===== src/rtl/amc_pkg.sv =====
package amc_pkg;
  typedef enum logic [1:0] {
    ACC_B8  = 2'd0,
    ACC_B16 = 2'd1,
    ACC_B32 = 2'd2,
    ACC_RSV = 2'd3
  } acc_size_e;

  typedef enum logic [1:0] {
    ERR_NONE  = 2'd0,
    ERR_WIDTH = 2'd1,
    ERR_UNMAP = 2'd2
  } err_code_e;

  localparam int          NUM_BCTL  = 2;
  localparam int          OFF_GCTL  = 0;
  localparam int          OFF_BCTL0 = 4;
  localparam logic [15:0] GCTL_RST  = 16'h00F2;
  localparam logic [31:0] BCTL_RST  = 32'hFFC2_FFC2;
endpackage


===== src/rtl/amc_access_chk.sv =====
module amc_access_chk
  import amc_pkg::*;
#(
  parameter int AW = 4
) (
  input  logic [AW-1:0]       addr_i,
  input  logic [1:0]          size_i,
  output logic [1:0]          err_o,
  output logic                sel_gctl_o,
  output logic [NUM_BCTL-1:0] sel_bctl_o
);
  logic [NUM_BCTL-1:0] hit_b;

  always_comb begin
    for (int i = 0; i < NUM_BCTL; i++)
      hit_b[i] = (addr_i == AW'(OFF_BCTL0 + 4 * i));
  end

  // width check outranks the offset check
  always_comb begin
    err_o      = ERR_NONE;
    sel_gctl_o = 1'b0;
    sel_bctl_o = '0;
    if (size_i[1] == size_i[0]) begin
      err_o = ERR_WIDTH;
    end else if (addr_i == AW'(OFF_GCTL)) begin
      if (size_i == ACC_B16) sel_gctl_o = 1'b1;
      else                   err_o      = ERR_WIDTH;
    end else if (hit_b != '0) begin
      sel_bctl_o = hit_b;
    end else begin
      err_o = ERR_UNMAP;
    end
  end
endmodule


===== src/rtl/amc_regs.sv =====
module amc_regs
  import amc_pkg::*;
#(
  parameter int AW = 4
) (
  input  logic          clk_i,
  input  logic          rst_ni,
  input  logic [AW-1:0] addr_i,
  input  logic          wr_i,
  input  logic          rd_i,
  input  logic [1:0]    size_i,
  input  logic [31:0]   wdata_i,
  output logic [31:0]   rdata_o,
  output logic [1:0]    err_o,
  output logic [2:0]    en_field_o
);
  logic [1:0]          acc_err;
  logic                sel_gctl;
  logic [NUM_BCTL-1:0] sel_bctl;
  logic [15:0]         gctl_q;
  logic [31:0]         bctl_q [NUM_BCTL];
  logic [31:0]         rd_val;
  logic [31:0]         rdata_q;
  logic [1:0]          err_q;
  logic                wr_ok;

  amc_access_chk #(.AW(AW)) u_chk (
    .addr_i     (addr_i),
    .size_i     (size_i),
    .err_o      (acc_err),
    .sel_gctl_o (sel_gctl),
    .sel_bctl_o (sel_bctl)
  );

  assign wr_ok = wr_i && (acc_err == ERR_NONE);

  always_ff @(posedge clk_i or negedge rst_ni) begin
    if (!rst_ni)                gctl_q <= GCTL_RST;
    else if (wr_ok && sel_gctl) gctl_q <= wdata_i[15:0];
  end

  for (genvar i = 0; i < NUM_BCTL; i++) begin : g_bctl
    always_ff @(posedge clk_i or negedge rst_ni) begin
      if (!rst_ni) begin
        bctl_q[i] <= BCTL_RST;
      end else if (wr_ok && sel_bctl[i]) begin
        if (size_i == ACC_B32) bctl_q[i]       <= wdata_i;
        else                   bctl_q[i][15:0] <= wdata_i[15:0];
      end
    end
  end

  always_comb begin
    rd_val = '0;
    if (sel_gctl) rd_val = {16'h0, gctl_q};
    for (int i = 0; i < NUM_BCTL; i++)
      if (sel_bctl[i])
        rd_val = (size_i == ACC_B32) ? bctl_q[i] : {16'h0, bctl_q[i][15:0]};
  end

  always_ff @(posedge clk_i or negedge rst_ni) begin
    if (!rst_ni) begin
      rdata_q <= '0;
      err_q   <= ERR_NONE;
    end else begin
      rdata_q <= (rd_i && !wr_i && acc_err == ERR_NONE) ? rd_val : '0;
      err_q   <= (rd_i || wr_i) ? acc_err : ERR_NONE;
    end
  end

  assign rdata_o    = rdata_q;
  assign err_o      = err_q;
  assign en_field_o = gctl_q[3:1];

  a_r2_width_first: assert property (@(posedge clk_i) disable iff (!rst_ni)
    ((rd_i || wr_i) && size_i[1] == size_i[0]) |=> (err_q == ERR_WIDTH));

  a_r3_gctl_width_guard: assert property (@(posedge clk_i) disable iff (!rst_ni)
    (wr_i && addr_i == AW'(OFF_GCTL) && size_i != ACC_B16) |=> $stable(gctl_q));

  a_r4_unmapped_no_write: assert property (@(posedge clk_i) disable iff (!rst_ni)
    (wr_i && size_i[1] != size_i[0] && addr_i != AW'(0) && addr_i != AW'(4) &&
     addr_i != AW'(8)) |=> ($stable(gctl_q) && $stable(bctl_q[0]) && $stable(bctl_q[1])));

  a_r6_err_zero_data: assert property (@(posedge clk_i) disable iff (!rst_ni)
    (err_q != ERR_NONE) |-> (rdata_q == '0));
endmodule


===== src/rtl/amc_bank_decode.sv =====
module amc_bank_decode #(
  parameter int                ADDR_W    = 32,
  parameter logic [ADDR_W-1:0] WIN_BASE  = 32'h2000_0000,
  parameter int                BANK_LOG2 = 20,
  parameter int                NUM_BANKS = 4
) (
  input  logic                 clk_i,
  input  logic                 rst_ni,
  input  logic [2:0]           en_field_i,
  input  logic [ADDR_W-1:0]    mem_addr_i,
  output logic [NUM_BANKS-1:0] cs_o,
  output logic                 claimed_o
);
  localparam int BANK_W = $clog2(NUM_BANKS);
  localparam int SPAN_W = BANK_LOG2 + BANK_W;

  if (!(BANK_LOG2 == 20 || BANK_LOG2 == 26)) begin : g_bad_size
    $error("BANK_LOG2 must be 20 or 26");
  end

  logic [2:0]           cnt;
  logic [ADDR_W-1:0]    offset;
  logic                 in_win;
  logic [BANK_W-1:0]    idx;
  logic [NUM_BANKS-1:0] hit;
  logic [NUM_BANKS-1:0] cs_q;
  logic                 claim_q;

  assign cnt    = (en_field_i > 3'(NUM_BANKS)) ? 3'(NUM_BANKS) : en_field_i;
  assign offset = mem_addr_i - WIN_BASE;
  assign in_win = (mem_addr_i >= WIN_BASE) && ((offset >> SPAN_W) == '0);
  assign idx    = offset[BANK_LOG2 +: BANK_W];

  for (genvar i = 0; i < NUM_BANKS; i++) begin : g_hit
    assign hit[i] = in_win && (idx == BANK_W'(i)) && (int'(cnt) > i);
  end

  always_ff @(posedge clk_i or negedge rst_ni) begin
    if (!rst_ni) begin
      cs_q    <= '0;
      claim_q <= 1'b0;
    end else begin
      cs_q    <= hit;
      claim_q <= |hit;
    end
  end

  assign cs_o      = cs_q;
  assign claimed_o = claim_q;

  a_r9_cs_onehot: assert property (@(posedge clk_i) disable iff (!rst_ni)
    $onehot0(cs_q));

  a_r9_claim_match: assert property (@(posedge clk_i) disable iff (!rst_ni)
    claim_q == (cs_q != '0));

  a_r8_cs_enabled_only: assert property (@(posedge clk_i) disable iff (!rst_ni)
    (cs_q != '0) |-> ({1'b0, cs_q} < ((NUM_BANKS + 1)'(1) << $past(cnt))));
endmodule


===== src/rtl/async_bank_sel.sv =====
module async_bank_sel #(
  parameter int                REG_AW    = 4,
  parameter int                ADDR_W    = 32,
  parameter logic [ADDR_W-1:0] WIN_BASE  = 32'h2000_0000,
  parameter int                BANK_LOG2 = 20,
  parameter int                NUM_BANKS = 4
) (
  input  logic                 clk_i,
  input  logic                 rst_ni,
  input  logic [REG_AW-1:0]    reg_addr_i,
  input  logic                 reg_wr_i,
  input  logic                 reg_rd_i,
  input  logic [1:0]           reg_size_i,
  input  logic [31:0]          reg_wdata_i,
  output logic [31:0]          reg_rdata_o,
  output logic [1:0]           reg_err_o,
  input  logic [ADDR_W-1:0]    mem_addr_i,
  output logic [NUM_BANKS-1:0] bank_cs_o,
  output logic                 claimed_o
);
  logic [2:0] en_field;

  amc_regs #(.AW(REG_AW)) u_regs (
    .clk_i      (clk_i),
    .rst_ni     (rst_ni),
    .addr_i     (reg_addr_i),
    .wr_i       (reg_wr_i),
    .rd_i       (reg_rd_i),
    .size_i     (reg_size_i),
    .wdata_i    (reg_wdata_i),
    .rdata_o    (reg_rdata_o),
    .err_o      (reg_err_o),
    .en_field_o (en_field)
  );

  amc_bank_decode #(
    .ADDR_W    (ADDR_W),
    .WIN_BASE  (WIN_BASE),
    .BANK_LOG2 (BANK_LOG2),
    .NUM_BANKS (NUM_BANKS)
  ) u_dec (
    .clk_i      (clk_i),
    .rst_ni     (rst_ni),
    .en_field_i (en_field),
    .mem_addr_i (mem_addr_i),
    .cs_o       (bank_cs_o),
    .claimed_o  (claimed_o)
  );
endmodule


===== config.mk =====
export PLATFORM = sky130hd
export DESIGN_NAME = async_bank_sel
export DESIGN_NICKNAME = d
export VERILOG_FILES = /design/src/rtl/amc_pkg.sv /design/src/rtl/amc_access_chk.sv /design/src/rtl/amc_regs.sv /design/src/rtl/amc_bank_decode.sv /design/src/rtl/async_bank_sel.sv
export SDC_FILE = /design/constraint.sdc
export NUM_CORES = 1
export LEC_CHECK = 0
export ABC_AREA = 1
export BUFFER_PORTS_ARGS = -buffer_cell sky130_fd_sc_hd__buf_2
export CAP_MARGIN = 30
export CORE_ASPECT_RATIO = 0.5
export CORE_MARGIN = 2
export CORE_UTILIZATION = 30
export CTS_BUF_LIST = sky130_fd_sc_hd__clkbuf_4
export DETAILED_ROUTE_END_ITERATION = 16
export PLACE_DENSITY = 0.51
export SKIP_CTS_REPAIR_TIMING = 1
export SLEW_MARGIN = 20
export SYNTH_ARGS = -nofsm -noshare
export SYNTH_HDL_FRONTEND = slang
export SYNTH_SLANG_ARGS = --single-unit

===== constraint.sdc =====
create_clock -name clk_i -period 2.9 [get_ports clk_i]
set_clock_uncertainty 0.2 [all_clocks]
set_input_delay 0.58 -clock clk_i [delete_from_list [all_inputs] [get_ports clk_i]]
set_output_delay 0.58 -clock clk_i [all_outputs]
set_load 0.02 [all_outputs]

==> impl_metrics.json, run 1 <==
{
  "outcome": "finished clean",
  "crit_chain": "buf_2 > inv_1 > ha_1 > inv_2 > nand3_4 > nor2_8 > nand2_4 > nand2_1 > o21ai_2",
  "syn_inst": 584,
  "worstHoldPathType": "in2reg",
  "max_stage_delay_ns": 0.37,
  "synth_edf_count": 0,
  "die_h_um": 98.4,
  "cts_max_level": 4,
  "setup_viol": 0,
  "avgSynthCellArea_um2": 9.15,
  "period_share_pct": 69.3,
  "start_util_pct": 30.7,
  "synthArstFlopShare_pct": 100,
  "end_kind": "flip-flop",
  "vias_per_cell": 4.39,
  "finish.net_count": 752,
  "power_mw": 3.16,
  "required_ns": 3.10,
  "grt_max_degree": 54,
  "routedWlPerCell_um": 12.9,
  "worstSetupStartpointType": "input pin",
  "areaGrowthSynthToFinish_pct": 17.6,
  "globalRoute.totalOverflow": 0,
  "clockBufferDepth": 2,
  "dieWidth_um": 193,
  "drt_iter0_markers": 263,
  "drv_cap": 0,
  "n_fill_cell": 1807,
  "multiInputGateArea_mm2": 0.00184,
  "dieArea_mm2": 0.0190,
  "tightest_slew_ns": 0.586,
  "p_leak_nw": 3.27,
  "yosys-top-cells-count": "nand2_1 (185), dfrtp_1 (70), inv_1 (56)",
  "io_pins": 113,
  "yosysWarnings": 0,
  "synth_seq_cells": 119,
  "netSwitchingPower_mw": 0.853,
  "max-slew-margin-rel_pct": 60.9,
  "slew_violations": 0,
  "place_inst": 889,
  "wirelength_um": 11900,
  "cts_tree": "yes",
  "drc": 0,
  "num_rows": 34,
  "final_cell_area_mm2": 0.00628,
  "dr.pass1.iters": 5,
  "layoutNonFillerInstCount": 922,
  "crit_arrival_ns": 2.21,
  "synthDistinctLibCells": 29,
  "ys_seq_area_share_pct": 56.9,
  "p_comb_share_pct": 6.4,
  "yosysMostFrequentCell": "nand2_1",
  "grt_pass1_vias": 4020,
  "final_antenna_net_count": 0,
  "max_freq_mhz": 498,
  "place_area_mm2": 0.00598,
  "fin_crit_ns": 2.01,
  "yosys.area.top_type": "dfrtp_1",
  "final.setup.tns_ns": 0,
  "crit_type": "in2reg",
  "ir_drop_v": 0.000189,
  "clk_latency_ns": 0.52,
  "routed-via-count": 4046,
  "cts_root_buf": "clkbuf_4",
  "cts_sinks": 119,
  "drive_gt1_share_pct": 31.3,
  "rsz0062_at_grt": "false",
  "seqPwrFrac_pct": 54.5,
  "power_per_cell_area_mw_per_mm2": 503,
  "grt_antenna_before_repair": 0,
  "cpMaxStageDelayCell": "nor2_8",
  "clockPowerShare_pct": 39.1,
  "hold_viol_final": 0,
  "dominantRegCellSynth": "dfrtp_1",
  "synth.area.top_cells": "dfrtp_1 (33%), dfstp_2 (24%), nand2_1 (13%)",
  "power.internal_mw": 2.31,
  "swShare_pct": 27.0,
  "netlist_area_mm2": 0.00534,
  "yosys.area.top_type_share_pct": 32.8,
  "crit_path_max_fanout": 32,
  "synth_nets": 661,
  "port_buffers": 92,
  "seq_area_mm2": 0.00304,
  "grt_usage_pct": 13.7,
  "clk_pin_slew_ns": 0.12,
  "core_area_mm2": 0.0174,
  "cts_made_buffers": 17,
  "place.gp.congestion": 0.720,
  "grt_pass1_wl_um": 20300,
  "hpwl_um": 7750,
  "diodes": 0
}
kinds of logic after synthesis:
logic type	share of synthesized area, %
AND/OR/NAND/NOR	24.3
flip-flops	56.9
buffers and inverters	8.57
AO/OA/AOI/OAI	9.56
adder cells (fa/ha/maj)	0.703
layer usage:
layer	wire length [um]	global-route usage, %
met4	112	3.70
met1	5630	17.9
met2	5640	22.4
met5	0	0
met3	525	3.70
cell type report:
class                      count  area share, %
clock inverter                15           2.67
timing repair buffer         105           9.36
multi-input combinational    373           29.4
inverter                      59           3.55
sequential                   119           48.4
tap                          234           4.66
clock buffer                  17           2.03
registers in the layout, indices dropped and copies added, names as in the netlist:
name,count
u_regs.rdata_o,32
u_regs.bctl_q,64
u_dec.cs_o,4
u_regs.err_o,2
u_regs.gctl_q,16
u_dec.claimed_o,1
worst max-delay path: cells and delay by family:
family	cells	cell delay (ns)
simple gates	4	0.98
buf+inv	3	0.25
compound gates	1	0.06
fa+ha+maj	1	0.31
final timing paths:
path | startpoint | endpoint | slack (ns) | depth (start not counted)
hold / removal | reg_wdata_i[31] | u_regs.bctl_q[31] | 0.08 | 3
max in group asynchronous | rst_ni | u_regs.bctl_q[12] | 1.43 | 3
setup / recovery | reg_size_i[0] | u_regs.bctl_q[35] | 0.89 | 9
hold reg to reg | u_regs.bctl_q[56] | u_regs.bctl_q[56] | 0.27 | 2
setup reg to reg | u_regs.gctl_q[1] | u_dec.claimed_o | 1.53 | 4
min in group asynchronous | rst_ni | u_regs.gctl_q[10] | 0.33 | 2
per-stage QoR:
stage               setup WS [ns]  util [%]  hold slack, ns
floorplan                   0.838         -          0.0844
global placement            0.364      34.4           0.250
detailed placement          0.328      34.4           0.251
CTS                         0.900      36.0          -0.255
global route                0.757      36.1          0.0397
finish                      0.891      36.1          0.0835
power groups by stage:
stage	Sequential (mW)	Combinational, mW	Clock, mW
final	1.72	0.202	1.24
after global routing	1.73	0.232	1.37
after CTS	1.72	0.208	1.29
after detailed placement	1.75	0.207	0
after global placement	1.75	0.203	0
after floorplan	1.75	0.0946	0
placed cells by master (no fill, tap or decap), types with 2 or more instances in the layout:
master / netlist / final
buf_12: 0 / 2
clkinvlp_4: 0 / 2
nand2_2: 3 / 3
ha_1: 3 / 3
o21ai_0: 23 / 23
o211ai_1: 13 / 13
nor2_1: 33 / 33
clkinv_2: 1 / 2
inv_1: 56 / 56
inv_6: 0 / 6
nor3_1: 3 / 3
nand2_1: 185 / 185
nand4_1: 33 / 33
clkbuf_4: 0 / 17
nand2_4: 3 / 3
o21ai_2: 12 / 12
nand3_4: 3 / 3
nand3_1: 14 / 14
o21ai_1: 36 / 36
buf_4: 3 / 11
bufinv_16: 0 / 2
dfrtp_1: 70 / 70
dfstp_2: 49 / 49
clkinv_4: 0 / 4
buf_2: 8 / 91
nor2_4: 4 / 4
inv_2: 2 / 2
Power figures use the tool's default switching activity.
==> run 2: changes to the inputs <==
ABC_AREA = 0   (was 1)
clock period = 1.95 ns   (was 2.9 ns; I/O delays follow)
==> impl_metrics.json, run 2 <==
{
  "netlist_area_mm2": 0.00509,
  "cts_root_buf": "clkbuf_4",
  "dieArea_mm2": 0.0181,
  "cts_tree": "yes",
  "avgSynthCellArea_um2": 13.1,
  "r2r_cells": 3,
  "final.setup.tns_ns": 0,
  "cts_made_buffers": 17,
  "cts_max_level": 4,
  "tightest_slew_ns": 0.410,
  "clk_pin_slew_ns": 0.12,
  "finish.net_count": 627,
  "required_ns": 2.20,
  "synth_edf_count": 0,
  "n_fill_cell": 1605,
  "max_freq_mhz": 576,
  "seq_area_mm2": 0.00304,
  "diodes": 0,
  "place_inst": 721,
  "grt_usage_pct": 14.7,
  "setup_viol": 0,
  "grt-busiest-layer": "met2",
  "yosys-top-cells-count": "dfrtp_1 (70), mux2_2 (70), nand3_1 (64)",
  "dr.pass1.iters": 4,
  "final_antenna_net_count": 0,
  "num_rows": 33,
  "cpMaxStageDelayCell": "dlygate4sd3_1",
  "vias_per_cell": 4.77,
  "crit_path_max_fanout": 5,
  "worstHoldPathType": "in2reg",
  "rsz0062_at_grt": "false",
  "drc": 0,
  "final_common_cell": "buf_2",
  "grt_pass1_wl_um": 20000,
  "grt_use_met3_pct": 3.90,
  "grt_max_degree": 63,
  "grt_pass1_vias": 3716,
  "clk_latency_ns": 0.51,
  "drt_iter0_markers": 171,
  "crit_type": "in2reg",
  "clockBufferDepth": 2,
  "max_stage_delay_ns": 0.59,
  "critical-path-top-delay-family": "buffers and inverters",
  "grtUsageMet2_pct": 24.2,
  "cts_sinks": 119,
  "outcome": "finished clean",
  "dominantRegCellSynth": "dfrtp_1",
  "synth_seq_cells": 119,
  "globalRoute.totalOverflow": 0,
  "syn_inst": 387,
  "slew_violations": 0,
  "power_per_cell_area_mw_per_mm2": 822,
  "use_met1_pct": 18.7,
  "synthArstFlopShare_pct": 100,
  "drive_gt1_share_pct": 52.6,
  "period_share_pct": 89.1,
  "crit_buf_inv": 3,
  "whs_path_depth": 4,
  "largest_reg_flops": 64,
  "regMostFlops": "u_regs.bctl_q",
  "cp.depth": 7,
  "crit_arrival_ns": 1.99,
  "dieWidth_um": 188,
  "yosysWarnings": 0,
  "end_kind": "flip-flop",
  "io_pins": 113,
  "place_area_mm2": 0.00621,
  "final_cell_area_mm2": 0.00693,
  "fin_crit_ns": 1.74,
  "grt_antenna_before_repair": 0,
  "final_core_util_pct": 42.0,
  "synth.area.top_cells": "dfrtp_1 (34%), dfstp_2 (25%), mux2_2 (15%)",
  "layoutNonFillerInstCount": 790,
  "yosys.area.top_type_share_pct": 34.4,
  "drv_cap": 0,
  "ir_drop_v": 0.000368,
  "place.gp.congestion": 0.754,
  "routed-via-count": 3766,
  "p_leak_nw": 3.09,
  "areaGrowthSynthToFinish_pct": 36.2,
  "hpwl_um": 8430,
  "wirelength_um": 12700,
  "max-slew-margin-rel_pct": 72.0,
  "crit_chain": "buf_2 > inv_1 > ha_1 > nor2b_1 > nand4_1 > nor4_1 > dlygate4sd3_1",
  "routedWlPerCell_um": 16.0,
  "ys_seq_area_share_pct": 59.8,
  "hold_viol_final": 0,
  "final_cell_mix": "buf_2 (91), dfrtp_1 (70), nand3_1 (64), mux2_2 (63), dfstp_2 (49)",
  "synthDistinctLibCells": 35,
  "core_area_mm2": 0.0165,
  "die_h_um": 96.1,
  "multiInputGateArea_mm2": 0.00193,
  "synth_nets": 464,
  "worstSetupStartpointType": "input pin",
  "yosys.area.top_type": "dfrtp_1",
  "port_buffers": 92,
  "start_util_pct": 30.9
}
==> run 2: cell families after synthesis <==
logic type	Yosys count	share of synthesized area (%)
DFF	119	59.8
AOI/OAI and AO/OA	37	4.94
and+or+nand+nor	112	13.2
buffers and inverters	34	3.30
adders and majority gates	4	0.935
xor gates and xnor gates	1	0.172
muxes	80	17.7
==> run 2: final timing paths <==
| kind | end | startpoint | slack, ns |
|---|---|---|---|
| max | u_dec.cs_o[0] | mem_addr_i[29] | 0.21 |
| min reg2reg | u_regs.rdata_o[14] | u_regs.bctl_q[46] | 0.30 |
| max in group asynchronous | u_regs.bctl_q[1] | rst_ni | 0.97 |
| max reg2reg | u_dec.cs_o[0] | u_regs.gctl_q[1] | 0.31 |
| min | u_dec.claimed_o | mem_addr_i[28] | 0.07 |
| min in group asynchronous | u_regs.rdata_o[31] | rst_ni | 0.23 |
==> run 2: final cells by class <==
| type | count | share of cell area (%) |
|---|---|---|
| Sequential cell | 119 | 43.9 |
| Tap cell | 227 | 4.10 |
| Timing Repair Buffer | 171 | 18.8 |
| Multi-Input combinational cell | 234 | 27.8 |
| Inverter | 7 | 0.416 |
| Clock inverter | 13 | 2.94 |
| Clock buffer | 19 | 2.06 |
==> run 2: power breakdown <==
group	internal (mW)	total, mW	switching [mW]
clock network	1.17	2.13	0.959
registers	2.81	2.93	0.122
logic	0.349	0.631	0.282
==> run 2: routing by layer <==
metal  routed length (um)  share of wire, %
met1                 5830                46
met2                 6180                49
met3                  499               3.9
met4                  149               1.2
met5                    0                 0
==> run 2: stage by stage <==
stage	worst slack, ns	total power, mW	hold WS (ns)
4_1_cts	0.233	5.72	-0.357
2_1_floorplan	-0.202	3.27	-0.106
6_report	0.213	5.69	0.0698
3_3_place_gp	-0.240	3.54	0.232
3_5_place_dp	-0.262	3.56	0.236
5_1_grt	0.184	6.00	0.0263
==> run 2: worst min-delay path: stages <==
cell and delay [ns]:
buf_2 0.08, nor2b_1 0.03, nand4_1 0.18, a21oi_1 0.07
